**config.mk**
```make
export PLATFORM = sky130hd
export DESIGN_NAME = lin_disp_timing
export DESIGN_NICKNAME = d
export VERILOG_FILES = /design/src/rtl/ldt_pkg.sv /design/src/rtl/ldt_regs.sv /design/src/rtl/ldt_seq.sv /design/src/rtl/ldt_out.sv /design/src/rtl/lin_disp_timing.sv
export SDC_FILE = /design/constraint.sdc
export NUM_CORES = 1
export LEC_CHECK = 0
export ABC_AREA = 0
export BUFFER_PORTS_ARGS = -buffer_cell sky130_fd_sc_hd__buf_2
export CORE_UTILIZATION = 49
export CTS_BUF_LIST = sky130_fd_sc_hd__clkbuf_8
export CTS_CLUSTER_DIAMETER = 40
export DETAILED_ROUTE_END_ITERATION = 6
export PLACE_DENSITY_LB_ADDON = 0.1
export SETUP_SLACK_MARGIN = 0.5
export SLEW_MARGIN = 10
export SYNTH_ARGS = -nofsm -noshare
export SYNTH_HDL_FRONTEND = slang
export SYNTH_HIERARCHICAL = 1
export SYNTH_SLANG_ARGS = --single-unit
```
**constraint.sdc**
```tcl
create_clock -name clk -period 3.4 [get_ports clk]
set_input_delay 0.68 -clock clk [delete_from_list [all_inputs] [get_ports clk]]
set_output_delay 0.68 -clock clk [all_outputs]
set_load 0.005 [all_outputs]
```
**src/rtl/ldt_pkg.sv**
```systemverilog
package ldt_pkg;
  typedef enum logic [3:0] {
    RA_ENABLE = 4'd0,
    RA_HTIME  = 4'd1,
    RA_FTOTAL = 4'd2,
    RA_VLEN   = 4'd3,
    RA_HWIN   = 4'd4,
    RA_VSTART = 4'd5,
    RA_VEND   = 4'd6,
    RA_SKEW   = 4'd7,
    RA_POL    = 4'd8,
    RA_FILL   = 4'd9
  } reg_addr_e;

  localparam int unsigned HI_FIELD_LSB = 16;
  localparam int unsigned RECOVER_BIT  = 24;
endpackage

```
**src/rtl/ldt_regs.sv**
```systemverilog
module ldt_regs
  import ldt_pkg::*;
#(
  parameter int HW = 12,
  parameter int FW = 24,
  parameter int CW = 24,
  parameter int AW = 4,
  parameter int DW = 32
) (
  input  logic          clk,
  input  logic          rst,
  input  logic          wr_en,
  input  logic [AW-1:0] wr_addr,
  input  logic [DW-1:0] wr_data,
  output logic          s_en,
  output logic [HW-1:0] s_hper,
  output logic [HW-1:0] s_hpw,
  output logic [FW-1:0] s_ftot,
  output logic [FW-1:0] s_vlen,
  output logic [HW-1:0] s_hs,
  output logic [HW-1:0] s_he,
  output logic [FW-1:0] s_vs,
  output logic [FW-1:0] s_ve,
  output logic [HW-1:0] s_skew,
  output logic [1:0]    s_pol,
  output logic          s_rec,
  output logic [CW-1:0] s_col
);
  always_ff @(posedge clk) begin
    if (rst) begin
      s_en   <= 1'b0;
      s_hper <= '0;
      s_hpw  <= '0;
      s_ftot <= '0;
      s_vlen <= '0;
      s_hs   <= '0;
      s_he   <= '0;
      s_vs   <= '0;
      s_ve   <= '0;
      s_skew <= '0;
      s_pol  <= '0;
      s_rec  <= 1'b0;
      s_col  <= '0;
    end else if (wr_en) begin
      case (reg_addr_e'(wr_addr))
        RA_ENABLE: s_en <= wr_data[0];
        RA_HTIME: begin
          s_hper <= wr_data[HW-1:0];
          s_hpw  <= wr_data[HI_FIELD_LSB +: HW];
        end
        RA_FTOTAL: s_ftot <= wr_data[FW-1:0];
        RA_VLEN:   s_vlen <= wr_data[FW-1:0];
        RA_HWIN: begin
          s_hs <= wr_data[HW-1:0];
          s_he <= wr_data[HI_FIELD_LSB +: HW];
        end
        RA_VSTART: s_vs   <= wr_data[FW-1:0];
        RA_VEND:   s_ve   <= wr_data[FW-1:0];
        RA_SKEW:   s_skew <= wr_data[HW-1:0];
        RA_POL:    s_pol  <= wr_data[1:0];
        RA_FILL: begin
          s_col <= wr_data[CW-1:0];
          s_rec <= wr_data[RECOVER_BIT];
        end
        default: ;
      endcase
    end
  end
endmodule

```
**src/rtl/ldt_seq.sv**
```systemverilog
module ldt_seq #(
  parameter int HW = 12,
  parameter int FW = 24,
  parameter int CW = 24
) (
  input  logic          clk,
  input  logic          rst,
  input  logic          s_en,
  input  logic [HW-1:0] s_hper,
  input  logic [HW-1:0] s_hpw,
  input  logic [FW-1:0] s_ftot,
  input  logic [FW-1:0] s_vlen,
  input  logic [HW-1:0] s_hs,
  input  logic [HW-1:0] s_he,
  input  logic [FW-1:0] s_vs,
  input  logic [FW-1:0] s_ve,
  input  logic [HW-1:0] s_skew,
  input  logic [1:0]    s_pol,
  input  logic          s_rec,
  input  logic [CW-1:0] s_col,
  output logic [HW-1:0] a_hpw,
  output logic [FW-1:0] a_vlen,
  output logic [HW-1:0] a_hs,
  output logic [HW-1:0] a_he,
  output logic [FW-1:0] a_vs,
  output logic [FW-1:0] a_ve,
  output logic [HW-1:0] a_skew,
  output logic [1:0]    a_pol,
  output logic          a_rec,
  output logic [CW-1:0] a_col,
  output logic          run,
  output logic [HW-1:0] hcnt,
  output logic [FW-1:0] fcnt,
  output logic          stop_evt
);
  logic [HW-1:0] a_hper;
  logic [FW-1:0] a_ftot;
  logic line_last, frame_last, load;

  assign line_last  = (hcnt == a_hper - HW'(1));
  assign frame_last = (fcnt == a_ftot - FW'(1));
  // Working set follows the shadow set while stopped, and at a boundary that continues
  assign load       = !run || (frame_last && s_en);

  always_ff @(posedge clk) begin
    if (rst) begin
      a_hper <= '0; a_hpw <= '0; a_ftot <= '0; a_vlen <= '0;
      a_hs <= '0; a_he <= '0; a_vs <= '0; a_ve <= '0;
      a_skew <= '0; a_pol <= '0; a_rec <= 1'b0; a_col <= '0;
    end else if (load) begin
      a_hper <= s_hper; a_hpw <= s_hpw; a_ftot <= s_ftot; a_vlen <= s_vlen;
      a_hs <= s_hs; a_he <= s_he; a_vs <= s_vs; a_ve <= s_ve;
      a_skew <= s_skew; a_pol <= s_pol; a_rec <= s_rec; a_col <= s_col;
    end
  end

  always_ff @(posedge clk) begin
    if (rst) begin
      run      <= 1'b0;
      hcnt     <= '0;
      fcnt     <= '0;
      stop_evt <= 1'b0;
    end else begin
      stop_evt <= 1'b0;
      if (!run) begin
        run  <= s_en;
        hcnt <= '0;
        fcnt <= '0;
      end else if (frame_last) begin
        hcnt <= '0;
        fcnt <= '0;
        if (!s_en) begin
          run      <= 1'b0;
          stop_evt <= 1'b1;
        end
      end else begin
        hcnt <= line_last ? '0 : hcnt + HW'(1);
        fcnt <= fcnt + FW'(1);
      end
    end
  end

  AST_HCNT_IN_LINE: assert property (@(posedge clk) disable iff (rst)
    run |-> (hcnt < a_hper));
  AST_FCNT_IN_FRAME: assert property (@(posedge clk) disable iff (rst)
    run |-> (fcnt < a_ftot));
  AST_STOP_AT_BOUNDARY: assert property (@(posedge clk) disable iff (rst)
    $fell(run) |-> ($past(fcnt + FW'(1)) == $past(a_ftot)));
  AST_IDLE_AT_ZERO: assert property (@(posedge clk) disable iff (rst)
    !run |-> (hcnt == '0 && fcnt == '0));
endmodule

```
**src/rtl/ldt_out.sv**
```systemverilog
module ldt_out #(
  parameter int HW = 12,
  parameter int FW = 24,
  parameter int CW = 24
) (
  input  logic          clk,
  input  logic          rst,
  input  logic          run,
  input  logic [HW-1:0] hcnt,
  input  logic [FW-1:0] fcnt,
  input  logic          stop_evt,
  input  logic [HW-1:0] a_hpw,
  input  logic [FW-1:0] a_vlen,
  input  logic [HW-1:0] a_hs,
  input  logic [HW-1:0] a_he,
  input  logic [FW-1:0] a_vs,
  input  logic [FW-1:0] a_ve,
  input  logic [HW-1:0] a_skew,
  input  logic [1:0]    a_pol,
  input  logic          a_rec,
  input  logic [CW-1:0] a_col,
  input  logic          underflow_in,
  output logic          hsync_o,
  output logic          vsync_o,
  output logic          de_o,
  output logic          fill_sel_o,
  output logic [CW-1:0] fill_rgb_o,
  output logic          frame_start_o
);
  localparam int VW = FW + 1;

  logic [VW-1:0] v_lo, v_hi, f_ext;
  logic hs_on, vs_on, h_in, v_in, de_c;

  assign v_lo  = VW'(a_vs) + VW'(a_skew);
  assign v_hi  = VW'(a_ve) + VW'(a_skew);
  assign f_ext = VW'(fcnt);
  assign hs_on = run && (hcnt < a_hpw);
  assign vs_on = run && (fcnt < a_vlen);
  assign h_in  = (hcnt >= a_hs) && (hcnt <= a_he);
  assign v_in  = (f_ext >= v_lo) && (f_ext <= v_hi);
  assign de_c  = run && h_in && v_in;

  always_ff @(posedge clk) begin
    if (rst) begin
      hsync_o       <= 1'b0;
      vsync_o       <= 1'b0;
      de_o          <= 1'b0;
      fill_sel_o    <= 1'b0;
      fill_rgb_o    <= '0;
      frame_start_o <= 1'b0;
    end else begin
      hsync_o       <= hs_on ^ a_pol[0];
      vsync_o       <= vs_on ^ a_pol[1];
      de_o          <= de_c;
      fill_sel_o    <= de_c && underflow_in && a_rec;
      fill_rgb_o    <= a_col;
      frame_start_o <= (run && fcnt == '0) || stop_evt;
    end
  end

  AST_DE_LOW_WHEN_IDLE: assert property (@(posedge clk) disable iff (rst)
    !run |=> !de_o);
  AST_FILL_NEEDS_UNDERFLOW: assert property (@(posedge clk) disable iff (rst)
    fill_sel_o |-> $past(underflow_in));
endmodule

```
**src/rtl/lin_disp_timing.sv**
```systemverilog
module lin_disp_timing #(
  parameter int HW = 12,
  parameter int FW = 24,
  parameter int CW = 24,
  parameter int AW = 4,
  parameter int DW = 32
) (
  input  logic          clk,
  input  logic          rst,
  input  logic          wr_en,
  input  logic [AW-1:0] wr_addr,
  input  logic [DW-1:0] wr_data,
  input  logic          underflow_in,
  output logic          hsync_o,
  output logic          vsync_o,
  output logic          de_o,
  output logic          fill_sel_o,
  output logic [CW-1:0] fill_rgb_o,
  output logic          frame_start_o
);
  logic          s_en, s_rec, a_rec, run, stop_evt;
  logic [HW-1:0] s_hper, s_hpw, s_hs, s_he, s_skew;
  logic [FW-1:0] s_ftot, s_vlen, s_vs, s_ve;
  logic [1:0]    s_pol, a_pol;
  logic [CW-1:0] s_col, a_col;
  logic [HW-1:0] a_hpw, a_hs, a_he, a_skew, hcnt;
  logic [FW-1:0] a_vlen, a_vs, a_ve, fcnt;

  ldt_regs #(.HW(HW), .FW(FW), .CW(CW), .AW(AW), .DW(DW)) u_regs (
    .clk(clk), .rst(rst), .wr_en(wr_en), .wr_addr(wr_addr), .wr_data(wr_data),
    .s_en(s_en), .s_hper(s_hper), .s_hpw(s_hpw), .s_ftot(s_ftot), .s_vlen(s_vlen),
    .s_hs(s_hs), .s_he(s_he), .s_vs(s_vs), .s_ve(s_ve), .s_skew(s_skew),
    .s_pol(s_pol), .s_rec(s_rec), .s_col(s_col)
  );

  ldt_seq #(.HW(HW), .FW(FW), .CW(CW)) u_seq (
    .clk(clk), .rst(rst), .s_en(s_en),
    .s_hper(s_hper), .s_hpw(s_hpw), .s_ftot(s_ftot), .s_vlen(s_vlen),
    .s_hs(s_hs), .s_he(s_he), .s_vs(s_vs), .s_ve(s_ve), .s_skew(s_skew),
    .s_pol(s_pol), .s_rec(s_rec), .s_col(s_col),
    .a_hpw(a_hpw), .a_vlen(a_vlen), .a_hs(a_hs), .a_he(a_he), .a_vs(a_vs),
    .a_ve(a_ve), .a_skew(a_skew), .a_pol(a_pol), .a_rec(a_rec), .a_col(a_col),
    .run(run), .hcnt(hcnt), .fcnt(fcnt), .stop_evt(stop_evt)
  );

  ldt_out #(.HW(HW), .FW(FW), .CW(CW)) u_out (
    .clk(clk), .rst(rst), .run(run), .hcnt(hcnt), .fcnt(fcnt), .stop_evt(stop_evt),
    .a_hpw(a_hpw), .a_vlen(a_vlen), .a_hs(a_hs), .a_he(a_he), .a_vs(a_vs),
    .a_ve(a_ve), .a_skew(a_skew), .a_pol(a_pol), .a_rec(a_rec), .a_col(a_col),
    .underflow_in(underflow_in),
    .hsync_o(hsync_o), .vsync_o(vsync_o), .de_o(de_o), .fill_sel_o(fill_sel_o),
    .fill_rgb_o(fill_rgb_o), .frame_start_o(frame_start_o)
  );
endmodule

```
==> run summary <==
For this configuration, the core starts out at a cell density of 50.0%. Of the total synthesized cell area, the portion taken by AND, OR, NAND and NOR gates is 24.7%. The tools report the post-route standard cell area excluding fillers as 28500 µm². The met2 layer usage reported by global route came out at 44.1%.

STA classifies the critical path startpoint as a register. The region available for standard cell placement spans 46900 µm². For this run, the slowest stage of the critical path takes 0.35 ns. The tools report the number of antenna violations at the first check in global routing as 0. For this design the ratio of total power to cell area is 394 nW/µm². Using the TritonRoute via totals, the vias-per-cell ratio works out to 5.35. Depth of the CTS H-tree: 3. Routing layer with the top usage in global route: met2. The xor-xnor portion of the synthesized cell area is 4.17%, and the post-synthesis compound-gate area fraction is 5.48%. Across the routed clock network, the largest skew measured is 0.0419 ns. The logs give 17.3k for the number of global-route vias before repair and 0 for the leftover overflow at the end of global routing. The run gives 3302 as the filler-free cell count of the finished design. The die covers 48700 µm². The average wire per cell in the routed design was 20.0 µm. In this run, synthesis inferred 0 flip-flops with an integrated enable.

Max-capacitance violation count: 0. STA classifies the critical path endpoint as a register. Based on the critical path, the design can be clocked at up to 260 MHz.

The average cell area after synthesis works out to 9.60 µm². The first-pass GRT wire length is 99300 µm, and the synthesized area is 23400 µm². The worst path required time was 4.00 ns.

The tools report the root buffer cell as sky130_fd_sc_hd__clkbuf_8. The synthesized design contains 434 register bits. The top cell types in the final layout, fill and taps aside, are 589 x sky130_fd_sc_hd__nand2b_1, 427 x sky130_fd_sc_hd__dfxtp_1, 365 x sky130_fd_sc_hd__mux2i_1. The slowest cell on the critical path was sky130_fd_sc_hd__dfxtp_4. The post-route netlist has 18.5% of its cells at a drive strength greater than 1. The final reports fail on design-rule violations, negative setup slack. The count of standard-cell rows was 79. The fraction of synthesized area in multiplexers is 15.9%, and the met1 usage in global routing is 35.8%.

The HPWL after detailed placement is 42500 µm. Including well taps, the total number of placed cells is 3089. Setup violations remaining at the end of the flow were counted as 2. After layout, the minimum clock period comes to 3.85 ns. Clock-pin slew was measured on the worst setup and hold paths at 0.06 ns. The chip width was 221 µm. Synthesis instantiated 80 different standard cells from the library. VDD sags by at most 385 µV.

The slew of the pin with the lowest slew margin was 1.37 ns. Dividing the final minimum period by the clock period gives 113%. The maximum fanout count along the critical path is 3.

Synthesis produced a netlist with a net count of 2617. For the worst hold slack after final layout, the log shows 0.313 ns. TritonCTS built the clock tree. The pre-antenna-repair detailed-routing pass consisted of 7 iterations. Setup repair after global routing could not meet its margin everywhere. The most used flip-flop cell after synthesis is sky130_fd_sc_hd__dfxtp_1. In this run the vertical extent of the chip is 221 µm.

The synthesized netlist devotes 7.32% of its cell area to adder and majority cells. In this run the static leakage power is 11.5 nW. The final count of pins violating max slew was 0; the pin count of the biggest net entering global routing was 161. Summed over all layers, the routed wires come to 66100 µm. The top-level port count came out at 69. Classification of the worst-slack hold path: input pin to register.

The library cell used most frequently in the layout, excluding fill and tap cells, is sky130_fd_sc_hd__nand2b_1. The placed instance area is 24700 µm², and the number of design-rule violations left by the first detailed-router iteration is 981. Clock latency on the worst-skew pair, taken at its later pin, is 0.69 ns.

The clock passes through at most 3 buffers. The count of buffers inserted at the top-level ports is 64. The tools report the critical path data arrival time as 4.45 ns. The run finished, with violations left. The clock sink total came out at 434. Met3 usage in global routing: 4.67%.

The total number of vias was 17.7k. The relative slew slack is 8.83%, and the total clock buffers created by CTS is 83. At the end of routability-driven placement, the weighted congestion stood at 0.931. The run gives 2813 as the net total in the final layout. The post-route worst setup slack is -0.448 ns, and the post-synthesis instance total is 2441.

Total routing usage reported by global routing: 27.1%. By area, the combinational part of the netlist is dominated by simple AND/OR/NAND/NOR gates. For this run, asynchronously set or reset flops after synthesis account for 0%. The count of nets left with antenna violations once routing finished came out at 0. The detailed-route DRC error count is 4. After clock tree synthesis, the flow added hold-fix buffers numbering 0. Traced cell by cell, the critical path runs through ha_4 > inv_2 > fa_2 > nor2b_1 > o21a_1 > a311o_1 > buf_4 > and3_4 > o21a_1 > nor2_1 > xor2_1 > ha_1 > nand4_1 > buf_4 > nor3_2 > a211o_1 > o31ai_2 > a221o_1 > a311o_1 > a211oi_2. Path type of the worst setup path: register to register. The Yosys step of the flow raised 6 warnings. The area growth from synthesis to layout is 21.4%. The total count of hold-check failures in the final report is 0, and the share of synthesized area occupied by flip-flops and latches is 37.1%.
==> registers in the layout, indices dropped and copies added (netlist names), 24 cells and up <==
name / cells
u_seq/fcnt: 24
u_seq/a_vs: 24
u_regs/s_vs: 24
u_regs/s_ftot: 24
u_regs/s_col: 24
u_seq/a_ftot: 24
u_regs/s_ve: 24
u_seq/a_vlen: 24
u_seq/a_col: 24
u_out/fill_rgb_o: 24
u_seq/a_ve: 24
u_regs/s_vlen: 24
==> worst max-delay path, delay by kind of cell (launching register included) <==
family	cells	cell delay (ns)
compound gates	8	1.71
xor+xnor	1	0.08
fa+ha+maj	3	0.64
buf+inv	3	0.38
flops	1	0.35
simple gates	5	0.59
==> final timing paths <==
kind / start / endpoint / slack (ns) / cells past startpoint
hold reg to reg: u_regs/s_ftot[0] / u_seq/a_ftot[0] / 0.44 / 2
setup / recovery: u_seq/a_skew[0] / u_out/fill_sel_o / -0.45 / 20
setup reg to reg: u_seq/a_skew[0] / u_out/fill_sel_o / -0.45 / 20
hold / removal: wr_data[25] / u_regs/s_he[9] / 0.31 / 3
==> synth_stat cells (5+ instances only) <==
| master | n | share of area, % |
|---|---|---|
| sky130_fd_sc_hd__ha_1 | 134 | 7.2 |
| sky130_fd_sc_hd__and3_1 | 14 | 0.37 |
| sky130_fd_sc_hd__o22ai_1 | 8 | 0.21 |
| sky130_fd_sc_hd__xnor2_1 | 57 | 2.1 |
| sky130_fd_sc_hd__buf_4 | 6 | 0.19 |
| sky130_fd_sc_hd__a21o_1 | 17 | 0.54 |
| sky130_fd_sc_hd__buf_2 | 11 | 0.23 |
| sky130_fd_sc_hd__or3_1 | 9 | 0.24 |
| sky130_fd_sc_hd__nor3_1 | 49 | 1.0 |
| sky130_fd_sc_hd__nand2_1 | 58 | 0.93 |
| sky130_fd_sc_hd__a211oi_1 | 8 | 0.26 |
| sky130_fd_sc_hd__inv_1 | 84 | 1.3 |
| sky130_fd_sc_hd__or4_1 | 9 | 0.29 |
| sky130_fd_sc_hd__o211ai_1 | 5 | 0.16 |
| sky130_fd_sc_hd__nand2b_1 | 589 | 16 |
| sky130_fd_sc_hd__xor2_1 | 52 | 1.9 |
| sky130_fd_sc_hd__buf_12 | 9 | 0.77 |
| sky130_fd_sc_hd__nor4_1 | 26 | 0.69 |
| sky130_fd_sc_hd__buf_1 | 9 | 0.14 |
| sky130_fd_sc_hd__clkbuf_1 | 86 | 1.4 |
| sky130_fd_sc_hd__nand4_1 | 30 | 0.80 |
| sky130_fd_sc_hd__nor2b_1 | 42 | 1.1 |
| sky130_fd_sc_hd__a211o_1 | 7 | 0.26 |
| sky130_fd_sc_hd__o31ai_1 | 9 | 0.29 |
| sky130_fd_sc_hd__a31oi_1 | 6 | 0.16 |
| sky130_fd_sc_hd__buf_8 | 8 | 0.51 |
| sky130_fd_sc_hd__o21a_1 | 7 | 0.22 |
| sky130_fd_sc_hd__mux2i_1 | 372 | 16 |
| sky130_fd_sc_hd__nor2_1 | 54 | 0.86 |
| sky130_fd_sc_hd__nand3_1 | 39 | 0.83 |
| sky130_fd_sc_hd__and2_1 | 10 | 0.27 |
| sky130_fd_sc_hd__a21oi_1 | 48 | 1.0 |
| sky130_fd_sc_hd__dfxtp_1 | 434 | 37 |
| sky130_fd_sc_hd__o21ai_0 | 38 | 0.81 |
| sky130_fd_sc_hd__buf_6 | 15 | 0.72 |
==> power by group <==
group	switching (mW)	internal, mW
logic	0.350	0.312
registers	0.0312	5.13
clock network	2.36	3.02
==> layout make-up <==
| class | count | area, µm² |
|---|---|---|
| clock inverters | 41 | 348 |
| clock buffers | 101 | 1390 |
| fillers | 4095 | 18400 |
| flip-flops and latches | 434 | 8700 |
| repair buffers | 255 | 2800 |
| well taps | 607 | 759 |
| multi-input cells | 1779 | 14100 |
| diodes | 1 | 2.50 |
| inverters | 84 | 315 |
==> kinds of logic (layout without fill, tap and decap cells) <==
kind of cell,Yosys count,in the layout
compound gates,191,191
fa+ha+maj,136,136
xor+xnor,110,110
flops,434,434
other cells,0,1
buf+inv,228,481
simple gates,969,969
mux,373,373
==> per-stage QoR <==
step                power, mW  setup slack, ns  setup TNS [ns]  util [%]
finish                   11.2           -0.448          -0.841      60.8
detailed placement       5.86           -0.545           -1.08      52.8
global route             11.6           -0.610           -1.14      60.7
global placement         5.85           -0.426          -0.852      52.8
CTS                      11.3           -0.449          -0.845      59.7
floorplan                5.68          -0.0589         -0.0834         -
==> layer usage <==
layer / vias up / wire (µm)
met4: 0 / 2080
li1: 8728 / -
met1: 8490 / 30700
met2: 342 / 30700
met5: - / 0
met3: 114 / 2630
==> what timing repair did <==
action	in CTS	in global routing
pin swaps	37	33
setup endpoints to repair	223	223
resized for setup	107	73
setup buffers	35	9
gates cloned	23	3
No activity file was read; power rests on OpenSTA's default activity.
